[src/rtl/bufpause_pkg.sv]
`timescale 1ns/1ps
package bufpause_pkg;

    localparam int unsigned THR_W       = 10;
    localparam int unsigned OCC_W       = 24;
    localparam int unsigned DATA_W      = 32;
    localparam int unsigned ADDR_W      = 6;
    localparam int unsigned MAX_CLIENTS = 8;
    localparam int unsigned CLI_W       = $clog2(MAX_CLIENTS);

    localparam int unsigned ADDR_SWRST     = 0;
    localparam int unsigned ADDR_OCC       = 1;
    localparam int unsigned ADDR_THR_BASE  = 8;
    localparam int unsigned ADDR_PCNT_BASE = 32;
    localparam int unsigned ADDR_FCNT_BASE = 40;

    typedef struct packed {
        logic [THR_W-1:0] on_lvl;
        logic [THR_W-1:0] off_lvl;
    } thr_pair_t;

    typedef enum logic [2:0] {
        RK_NONE,
        RK_SWRST,
        RK_OCC,
        RK_THR_ON,
        RK_THR_OFF,
        RK_PCNT,
        RK_FCNT
    } reg_kind_e;

    typedef struct packed {
        reg_kind_e        kind;
        logic [CLI_W-1:0] cli;
    } reg_dec_t;

    function automatic reg_dec_t decode_addr(input logic [ADDR_W-1:0] a,
                                             input int unsigned n_cli);
        int unsigned ai;
        reg_dec_t    d;
        ai     = int'(a);
        d.kind = RK_NONE;
        d.cli  = '0;
        if (ai == ADDR_SWRST) begin
            d.kind = RK_SWRST;
        end else if (ai == ADDR_OCC) begin
            d.kind = RK_OCC;
        end else if (ai >= ADDR_THR_BASE && ai < ADDR_THR_BASE + 2 * n_cli) begin
            d.kind = a[0] ? RK_THR_OFF : RK_THR_ON;
            d.cli  = CLI_W'((ai - ADDR_THR_BASE) / 2);
        end else if (ai >= ADDR_PCNT_BASE && ai < ADDR_PCNT_BASE + n_cli) begin
            d.kind = RK_PCNT;
            d.cli  = CLI_W'(ai - ADDR_PCNT_BASE);
        end else if (ai >= ADDR_FCNT_BASE && ai < ADDR_FCNT_BASE + n_cli) begin
            d.kind = RK_FCNT;
            d.cli  = CLI_W'(ai - ADDR_FCNT_BASE);
        end
        return d;
    endfunction

endpackage

[src/rtl/bufpause_occ.sv]
`timescale 1ns/1ps
module bufpause_occ
    import bufpause_pkg::*;
#(
    parameter int unsigned TOTAL_BLOCKS = 640
) (
    input  logic             clk_i,
    input  logic             clr_i,
    input  logic             alloc_i,
    input  logic             release_i,
    output logic [OCC_W-1:0] occ_o,
    output logic [OCC_W-1:0] free_o,
    output logic             full_o
);
    localparam logic [OCC_W-1:0] TOTAL_V = OCC_W'(TOTAL_BLOCKS);

    logic [OCC_W-1:0] occ_q;
    logic             take;
    logic             give;

    always_comb begin
        take = alloc_i && !release_i && (occ_q != TOTAL_V);
        give = release_i && !alloc_i && (occ_q != '0);
    end

    always_ff @(posedge clk_i) begin
        if (clr_i) begin
            occ_q <= '0;
        end else if (take) begin
            occ_q <= occ_q + OCC_W'(1);
        end else if (give) begin
            occ_q <= occ_q - OCC_W'(1);
        end
    end

    assign occ_o  = occ_q;
    assign free_o = TOTAL_V - occ_q;
    assign full_o = (occ_q == TOTAL_V);
endmodule

[src/rtl/bufpause_hyst.sv]
`timescale 1ns/1ps
module bufpause_hyst
    import bufpause_pkg::*;
(
    input  logic             clk_i,
    input  logic             clr_i,
    input  logic [OCC_W-1:0] free_i,
    input  thr_pair_t        thr_i,
    output logic             pause_o
);
    logic pause_q;
    logic hit_on;
    logic hit_off;

    always_comb begin
        hit_on  = (free_i <= OCC_W'(thr_i.on_lvl));
        hit_off = (free_i >= OCC_W'(thr_i.off_lvl));
    end

    always_ff @(posedge clk_i) begin
        if (clr_i) begin
            pause_q <= 1'b0;
        end else if (!pause_q && hit_on) begin
            pause_q <= 1'b1;
        end else if (pause_q && hit_off) begin
            pause_q <= 1'b0;
        end
    end

    assign pause_o = pause_q;
endmodule

[src/rtl/bufpause_stat.sv]
`timescale 1ns/1ps
module bufpause_stat #(
    parameter int unsigned STAT_W = 32
) (
    input  logic              clk_i,
    input  logic              clr_i,
    input  logic              inc_i,
    input  logic              rd_clr_i,
    output logic [STAT_W-1:0] cnt_o
);
    logic [STAT_W-1:0] cnt_q;

    always_ff @(posedge clk_i) begin
        if (clr_i) begin
            cnt_q <= '0;
        end else if (rd_clr_i) begin
            cnt_q <= inc_i ? STAT_W'(1) : '0;
        end else if (inc_i && (cnt_q != '1)) begin
            cnt_q <= cnt_q + STAT_W'(1);
        end
    end

    assign cnt_o = cnt_q;
endmodule

[src/rtl/bufpause_regs.sv]
`timescale 1ns/1ps
module bufpause_regs
    import bufpause_pkg::*;
#(
    parameter int unsigned NUM_CLIENTS = 2,
    parameter int unsigned STAT_W      = 32,
    parameter int unsigned DEF_ON      = 64,
    parameter int unsigned DEF_OFF     = 128
) (
    input  logic                                clk_i,
    input  logic                                rst_i,
    input  logic                                clr_i,
    input  logic                                wr_i,
    input  logic                                rd_i,
    input  logic [ADDR_W-1:0]                   addr_i,
    input  logic [DATA_W-1:0]                   wdata_i,
    output logic [DATA_W-1:0]                   rdata_o,
    output logic                                sw_rst_o,
    input  logic [OCC_W-1:0]                    occ_i,
    input  logic [NUM_CLIENTS-1:0][STAT_W-1:0]  pcnt_i,
    input  logic [NUM_CLIENTS-1:0][STAT_W-1:0]  fcnt_i,
    output logic [NUM_CLIENTS-1:0]              pclr_o,
    output logic [NUM_CLIENTS-1:0]              fclr_o,
    output thr_pair_t [NUM_CLIENTS-1:0]         thr_o
);
    reg_dec_t dec;
    logic     unused_wdata;

    assign dec          = decode_addr(addr_i, NUM_CLIENTS);
    assign unused_wdata = ^wdata_i[DATA_W-1:THR_W] ^ rst_i;
    assign sw_rst_o     = wr_i && (dec.kind == RK_SWRST) && wdata_i[0];

    for (genvar c = 0; c < NUM_CLIENTS; c++) begin : g_thr
        logic sel;
        assign sel = (dec.cli == CLI_W'(c));

        always_ff @(posedge clk_i) begin
            if (clr_i) begin
                thr_o[c].on_lvl  <= THR_W'(DEF_ON);
                thr_o[c].off_lvl <= THR_W'(DEF_OFF);
            end else if (wr_i && sel) begin
                if (dec.kind == RK_THR_ON) begin
                    thr_o[c].on_lvl <= wdata_i[THR_W-1:0];
                end
                if (dec.kind == RK_THR_OFF) begin
                    thr_o[c].off_lvl <= wdata_i[THR_W-1:0];
                end
            end
        end

        assign pclr_o[c] = rd_i && sel && (dec.kind == RK_PCNT);
        assign fclr_o[c] = rd_i && sel && (dec.kind == RK_FCNT);
    end

    always_comb begin
        rdata_o = '0;
        if (rd_i) begin
            case (dec.kind)
                RK_OCC: rdata_o = DATA_W'(occ_i);
                RK_THR_ON, RK_THR_OFF, RK_PCNT, RK_FCNT: begin
                    for (int c = 0; c < NUM_CLIENTS; c++) begin
                        if (dec.cli == CLI_W'(c)) begin
                            case (dec.kind)
                                RK_THR_ON:  rdata_o = DATA_W'(thr_o[c].on_lvl);
                                RK_THR_OFF: rdata_o = DATA_W'(thr_o[c].off_lvl);
                                RK_PCNT:    rdata_o = DATA_W'(pcnt_i[c]);
                                default:    rdata_o = DATA_W'(fcnt_i[c]);
                            endcase
                        end
                    end
                end
                default: rdata_o = '0;
            endcase
        end
    end
endmodule

[src/rtl/bufpause_ctrl.sv]
`timescale 1ns/1ps
module bufpause_ctrl
    import bufpause_pkg::*;
#(
    parameter int unsigned NUM_CLIENTS  = 2,
    parameter int unsigned TOTAL_BLOCKS = 640,
    parameter int unsigned STAT_W       = 32,
    parameter int unsigned DEF_ON       = 64,
    parameter int unsigned DEF_OFF      = 128
) (
    input  logic                   clk_i,
    input  logic                   rst_i,
    input  logic                   alloc_i,
    input  logic                   release_i,
    input  logic                   reg_wr_i,
    input  logic                   reg_rd_i,
    input  logic [5:0]             reg_addr_i,
    input  logic [31:0]            reg_wdata_i,
    output logic [31:0]            reg_rdata_o,
    output logic [NUM_CLIENTS-1:0] pause_o,
    output logic [NUM_CLIENTS-1:0] wfull_o
);
    logic                               sw_rst;
    logic                               clr;
    logic [OCC_W-1:0]                   occ_q;
    logic [OCC_W-1:0]                   free_blks;
    logic                               occ_full;
    thr_pair_t [NUM_CLIENTS-1:0]        thr_q;
    logic [NUM_CLIENTS-1:0][STAT_W-1:0] pcnt;
    logic [NUM_CLIENTS-1:0][STAT_W-1:0] fcnt;
    logic [NUM_CLIENTS-1:0]             pclr;
    logic [NUM_CLIENTS-1:0]             fclr;

    assign clr = rst_i | sw_rst;

    bufpause_occ #(.TOTAL_BLOCKS(TOTAL_BLOCKS)) u_occ (
        .clk_i     (clk_i),
        .clr_i     (clr),
        .alloc_i   (alloc_i),
        .release_i (release_i),
        .occ_o     (occ_q),
        .free_o    (free_blks),
        .full_o    (occ_full)
    );

    bufpause_regs #(
        .NUM_CLIENTS (NUM_CLIENTS),
        .STAT_W      (STAT_W),
        .DEF_ON      (DEF_ON),
        .DEF_OFF     (DEF_OFF)
    ) u_regs (
        .clk_i    (clk_i),
        .rst_i    (rst_i),
        .clr_i    (clr),
        .wr_i     (reg_wr_i),
        .rd_i     (reg_rd_i),
        .addr_i   (reg_addr_i),
        .wdata_i  (reg_wdata_i),
        .rdata_o  (reg_rdata_o),
        .sw_rst_o (sw_rst),
        .occ_i    (occ_q),
        .pcnt_i   (pcnt),
        .fcnt_i   (fcnt),
        .pclr_o   (pclr),
        .fclr_o   (fclr),
        .thr_o    (thr_q)
    );

    for (genvar c = 0; c < NUM_CLIENTS; c++) begin : g_cli
        assign wfull_o[c] = occ_full;

        bufpause_hyst u_hyst (
            .clk_i   (clk_i),
            .clr_i   (clr),
            .free_i  (free_blks),
            .thr_i   (thr_q[c]),
            .pause_o (pause_o[c])
        );

        bufpause_stat #(.STAT_W(STAT_W)) u_pstat (
            .clk_i    (clk_i),
            .clr_i    (clr),
            .inc_i    (pause_o[c]),
            .rd_clr_i (pclr[c]),
            .cnt_o    (pcnt[c])
        );

        bufpause_stat #(.STAT_W(STAT_W)) u_fstat (
            .clk_i    (clk_i),
            .clr_i    (clr),
            .inc_i    (wfull_o[c]),
            .rd_clr_i (fclr[c]),
            .cnt_o    (fcnt[c])
        );
    end
endmodule

[config.mk]
export PLATFORM = sky130hd
export DESIGN_NAME = bufpause_ctrl
export DESIGN_NICKNAME = d
export VERILOG_FILES = /design/src/rtl/bufpause_pkg.sv /design/src/rtl/bufpause_occ.sv /design/src/rtl/bufpause_hyst.sv /design/src/rtl/bufpause_stat.sv /design/src/rtl/bufpause_regs.sv /design/src/rtl/bufpause_ctrl.sv
export SDC_FILE = /design/constraint.sdc
export NUM_CORES = 1
export LEC_CHECK = 0
export BUFFER_PORTS_ARGS = -buffer_cell sky130_fd_sc_hd__buf_2
export CELL_PAD_IN_SITES_DETAIL_PLACEMENT = 2
export CELL_PAD_IN_SITES_GLOBAL_PLACEMENT = 2
export CORE_ASPECT_RATIO = 1.1
export CORE_MARGIN = 2
export CORE_UTILIZATION = 37
export DETAILED_ROUTE_END_ITERATION = 8
export MAX_ROUTING_LAYER = met4
export PLACE_DENSITY = 0.92
export SYNTH_ARGS = -nofsm -noshare
export SYNTH_HDL_FRONTEND = slang
export SYNTH_SLANG_ARGS = --single-unit
[constraint.sdc]
create_clock -name clk_i -period 5.9 [get_ports clk_i]
set_input_delay 0.59 -clock clk_i [delete_from_list [all_inputs] [get_ports clk_i]]
set_output_delay 0.59 -clock clk_i [all_outputs]
set_load 0.01 [all_outputs]
* Yosys cells after proc, flatten, opt, wreduce, memory -nomap -nowiden
Cells that the tools add are included.
** Cells by class
- Add/subtract/negate cells :: 10
- Magnitude comparators :: 10
- Equal/unequal tests :: 14
- Multiplexer cells :: 31
- Bitwise logic cells :: 1
- Reductions and logical operators :: 44
** Operators by type and width (count)
- 2-to-1 mux 32 bit :: 11
- one-hot mux 32 bit (3 select lines) :: 2
- adder 32 x 1 -> 32 bit, second input constant :: 4
- inequality test 32 bit, second input constant :: 4
- one-hot mux 32 bit (2 select lines) :: 1
- >= comparator 24 x 10 -> 1 bit :: 2
- less-or-equal comparator 24 x 10 -> 1 bit :: 2
- 2-to-1 mux 24 bit :: 2
- logical AND 1 bit :: 25
- adder 24 x 1 -> 24 bit, second input constant :: 1
- equality test 24 x 10 -> 1 bit, second input constant :: 1
- inequality test 24 x 10 -> 1 bit, second input constant :: 1
- nonzero test 24 bit :: 1
- subtractor 10 x 24 -> 24 bit, first input constant :: 1
- subtractor 24 x 1 -> 24 bit, second input constant :: 1
- 2-to-1 mux 6 bit :: 3
- 2-to-1 mux 3 bit :: 5
- nonzero test 2 bit :: 7
- >= comparator 6 bit, second input constant :: 2
- < comparator 6 bit, second input constant :: 2
- equality test 3 bit, second input constant :: 3
- AND reduction 2 bit :: 4
- 2-to-1 mux 1 bit :: 7
- equality test 3 x 1 -> 1 bit, second input constant :: 2
- other kinds (11) :: 16
** Storage, ports and cells
- Flip-flop bits (word level) :: 194
- Bits of input ports :: 44
- Output and inout bits :: 36
- Logic and storage cells :: 121

* Longest topological paths before layout
- Depth in word-level cells :: 13
- Depth in mapped cells :: 16
- Depth with buffers taken out :: 16

* Hierarchy
A second synthesis with hierarchy kept.
** Second synthesis, totals
- Cell total of the unflattened synthesis :: 1749
- Area, all modules :: 13850.8 µm²
** Modules (own cells, without submodules)
- bufpause_stat :: times used 4, cells each 206, area each 1746.7 µm², seq. area each 640.6 µm²
- bufpause_regs :: times used 1, cells each 413, area each 2981.6 µm², seq. area each 800.8 µm²
- bufpause_occ :: times used 1, cells each 361, area each 2662.6 µm², seq. area each 480.5 µm²
- bufpause_hyst :: times used 2, cells each 74, area each 599.3 µm², seq. area each 20.0 µm²
- bufpause_ctrl :: times used 1, cells each 3, area each 21.3 µm², seq. area each 0.0 µm²

* Worst setup path after synthesis
Ideal clock, no wire load.
- Path kind :: register to register
- From :: reg u_occ.occ_q[20], in the netlist u_occ.occ_o[20]
- To :: reg u_occ.occ_q[23], in the netlist u_occ.occ_o[23]
- Arrival :: 4.315 ns
- Required time :: 5.772 ns
- Slack :: 1.457 ns
- Stages on the path, launching flop included :: 17
- Path buffers :: 1
- Cells stage by stage :: dfxtp_1 -> buf_6 -> or3_4 -> or4_4 -> nor4_1 -> nor2_1 -> nand2_1 -> ha_1 -> o211ai_1 -> o211ai_1 -> a211oi_1 -> o41ai_1 -> a21oi_1 -> o31a_1 -> mux2i_1 -> xnor2_1 -> nor2_1
** Between the ends
- Longest elaborated chain between the ends :: 3
- Elaborated cells on any way between the ends :: 9
** Ends and longest elaborated chain
- start: declaration :: RTL line bufpause_occ.sv:17 : logic [OCC_W-1:0] occ_q;
- start signal: assignment :: RTL line bufpause_occ.sv:30 : occ_q <= occ_q + OCC_W'(1);
- start signal: assignment :: RTL line bufpause_occ.sv:32 : occ_q <= occ_q - OCC_W'(1);
- subtractor 24 x 1 -> 24 bit, or another cell as far along :: RTL line bufpause_occ.sv:32
- 2-to-1 mux 24 bit, or another cell as far along :: RTL line bufpause_occ.sv:31 : end else if (give) begin
- 2-to-1 mux 24 bit / nonzero test 2 bit (equally long branches)
Parallel ways exist; a longest one is shown, timed or not. The select of a mux whose other input is x is not followed.
A chain may end at the register's enable or synchronous reset.

* Final worst setup path
- From :: reg u_occ.occ_q[3], in the netlist u_occ.occ_o[3]
- To :: reg u_occ.occ_q[23], in the netlist u_occ.occ_o[23]
Same word-level chain as after synthesis.

==> flow_summary.ini <==
[finish]
stdcell_area_um2 = 13200
area_delta_synth_final_pct = 10.5
drive_gt1_share_pct = 8.22
num-nets-final = 1668
postLayoutCoreUtil_pct = 41.7
antenna_cells = 0
final.fill_count = 3625

[route]
vias = 12394
drtIter0Drc = 1138
wl_per_cell_um = 25.8
wl_um = 51300
dr.pass1.iters = 9
drc = 1
viasPerCell = 6.23
drtAntennaViolNets = 0

[synth]
syn_nets = 1648
synth_seq_area_share_pct = 32.6
dominantRegCellSynth = dfxtp_1
ys_warn_count = 0
ys_types = 66
syn_inst = 1536
async_flop_share_pct = 0
synthTopCellsByArea = dfxtp_1 (33%), nand2_1 (7.7%), ha_1 (7.0%)
synth-edff-count = 0
avgSynthCellArea_um2 = 7.76
yosysTopAreaCellShare_pct = 32.6
yosysTopAreaCell = dfxtp_1
synth_area_um2 = 11900
synth_seq_cells = 194

[placement]
postPlaceCellArea_um2 = 12600
gp_congestion = 0.869
io_buffers = 57
dp_hpwl_um = 36100
dpl_worst_slack_ps = 748

[worst_setup_path]
arrival_ps = 5720
startpoint_type = register
r2r-start = u_occ.occ_o[3]
r2r_slack_ps = 530
path_class = register to register
cp-startpoint = u_occ.occ_o[3]
cp_data_required_time_ps = 6250
r2r_cells = 16
r2r-end = u_occ.occ_o[23]
crit_fanout = 11
end_kind = register

[min_path]
hp-class = primary input to register
min_from = reg_wdata_i[2]
worstHoldPathCells = 3
holdPathEnd = u_regs.thr_o[2]

[grt]
overflow = 0
track_usage_pct = 31.9
grt_max_degree = 67
grt_first_pass_wirelength_um = 80100
antenna_found_initial = 0
grt_pass1_vias = 13575

[sta]
setup_violations = 0
rsz0062_at_grt = false
fin_worst_skew_ps = 23.6
maxSlewHeadroom_pct = 19.3
period_minus_slack_ps = 5370
fin_crit_sh_pct = 91.0
tightestPinTransition_ps = 1210
slew_violations = 0
fmax_mhz = 186
worst_slack_ps = 531
tns_ps = 0
finalHoldViolCount = 0

[floorplan]
io_pins = 80
rows = 68
die_y_um = 192
coreArea_um2 = 31600
initial_utilization_pct = 37.8
die_area_um2 = 33700
fp.dieW_um = 175

[clocking]
cts-root-buf = clkbuf_16
cts_tree = yes
clock-sinks = 194
clock_path_buffers = 2
cts_buffers = 17
postCtsSetupBuffers = 0
hold_buffers = 0
htree_levels = 4
insertion_delay_ps = 480
path_clk_slew_ps = 80

[pwr]
vdd_ir_drop_max_mv = 0.262
power.total_mw = 4.11
p_per_area_nw_per_um2 = 312
p_leak_nw = 4.90

[run_status]
status = finished, violations left
violations = DRC

[flow_run]
cap_violations = 0
## critical path: stages, from the launching register on
cell	delay, ps
dfxtp_1	420
nor4_1	580
nand3_1	370
nor4_1	420
buf_4	230
nor2_1	60
nand2_1	360
ha_1	320
o211ai_1	140
o211ai_1	330
a211oi_1	190
o41ai_1	770
a21oi_1	240
o31a_1	340
mux2i_1	240
xnor2_1	170
nor2_1	70
## how the worst max path moves through the flow
stage / endpoint / slack, ps / cells past startpoint
detailed placement: u_occ.occ_o[23] / 750 / 16
global route: u_occ.occ_o[23] / 120 / 16
global placement: u_occ.occ_o[23] / 1100 / 16
floorplan: u_occ.occ_o[23] / 1460 / 16
finish: u_occ.occ_o[23] / 530 / 16
CTS: u_occ.occ_o[23] / 530 / 16
## layer usage
layer | part of all wire [%] | GRT usage, % | up-vias
li1 | - | - | 5478
met1 | 40 | 36.2 | 6250
met3 | 5.0 | 4.83 | 184
met2 | 49 | 53.7 | 482
met4 | 6.2 | 18.7 | 0
met5 | 0 | - | -
## report_power, final
group	switching, mW	leakage (nW)	internal (mW)	total (mW)
combinational	0.847	3.05	0.565	1.41
sequential	0.121	1.57	1.36	1.48
clock	0.626	0.282	0.592	1.22
## kinds of logic (layout without fill, tap and decap cells)
logic type	count (synthesis)	count (layout)	synth area share, %
flip-flops	194	194	32.6
multiplexers	17	17	1.44
buffers and inverters	134	167	4.42
AO/OA/AOI/OAI	316	316	18.0
AND/OR/NAND/NOR	668	668	26.1
XOR/XNOR	139	139	10.2
adder cells (fa/ha/maj)	68	68	7.20
## synth_stat cells, drive strengths merged (3+ instances only)
master   count
and2         9
a21o        23
o31a         3
o211ai       9
nand4       31
nor2       170
and3        27
nor2b       17
a31oi        6
o31ai       10
o2111ai      3
and4        17
or3         19
a221oi      44
nand3       54
xnor2       58
or2          6
a41oi        3
nor3b        3
nand2b       9
o21ai       44
inv         64
nor3        46
ha          67
o21a         8
mux2i       16
nand2      246
a21oi      110
a222oi      22
dfxtp      194
o21bai       3
o22ai        4
or4          3
nor4         9
xor2        81
clkbuf      59
a211oi      12
buf         11
## stage by stage
step | hold WS [ps] | std cells
2_1_floorplan | 449 | 1536
6_report | 424 | 1989
3_5_place_dp | 473 | 1957
3_3_place_gp | 459 | 1957
5_1_grt | 433 | 1989
4_1_cts | 415 | 1989
## placed cells by master, fill, tap and decap left out, types with 10 or more instances in the layout
| master | count |
|---|---|
| inv_1 | 64 |
| nor3_1 | 42 |
| a211oi_1 | 12 |
| a21o_1 | 23 |
| xor2_1 | 81 |
| xnor2_1 | 58 |
| a222oi_1 | 22 |
| nand2_1 | 246 |
| nand3_1 | 54 |
| ha_1 | 67 |
| nor2b_1 | 17 |
| mux2i_1 | 16 |
| dfxtp_1 | 194 |
| buf_2 | 57 |
| and4_1 | 17 |
| buf_4 | 14 |
| o31ai_1 | 10 |
| or3_1 | 18 |
| o21ai_0 | 39 |
| clkbuf_16 | 17 |
| a21oi_1 | 110 |
| nand4_1 | 31 |
| a221oi_1 | 44 |
| nor2_1 | 169 |
| and3_1 | 27 |
## timing repair
action	4_1_cts	5_1_grt
gates resized for setup	0	1
hold endpoints to repair	0	0
setup endpoints to repair	0	1
## sequential cells by signal, summed over array words and instances, names as in the netlist
signal,count
g_cli.u_pstat.cnt_o,64
u_regs.thr_o,40
g_cli.u_fstat.cnt_o,64
u_occ.occ_o,24
g_cli.u_hyst.pause_o,2
## cell type report
cell class	count	area [um2]	share of cell area (%)
clock buffer	20	467	3.54
clock inverter	12	116	0.884
inverter	64	240	1.82
multi-input combinational	1208	7540	57.3
sequential	194	3880	29.5
tap	420	526	3.99
timing repair buffer	71	390	2.96
Power figures use the tool's default switching activity.
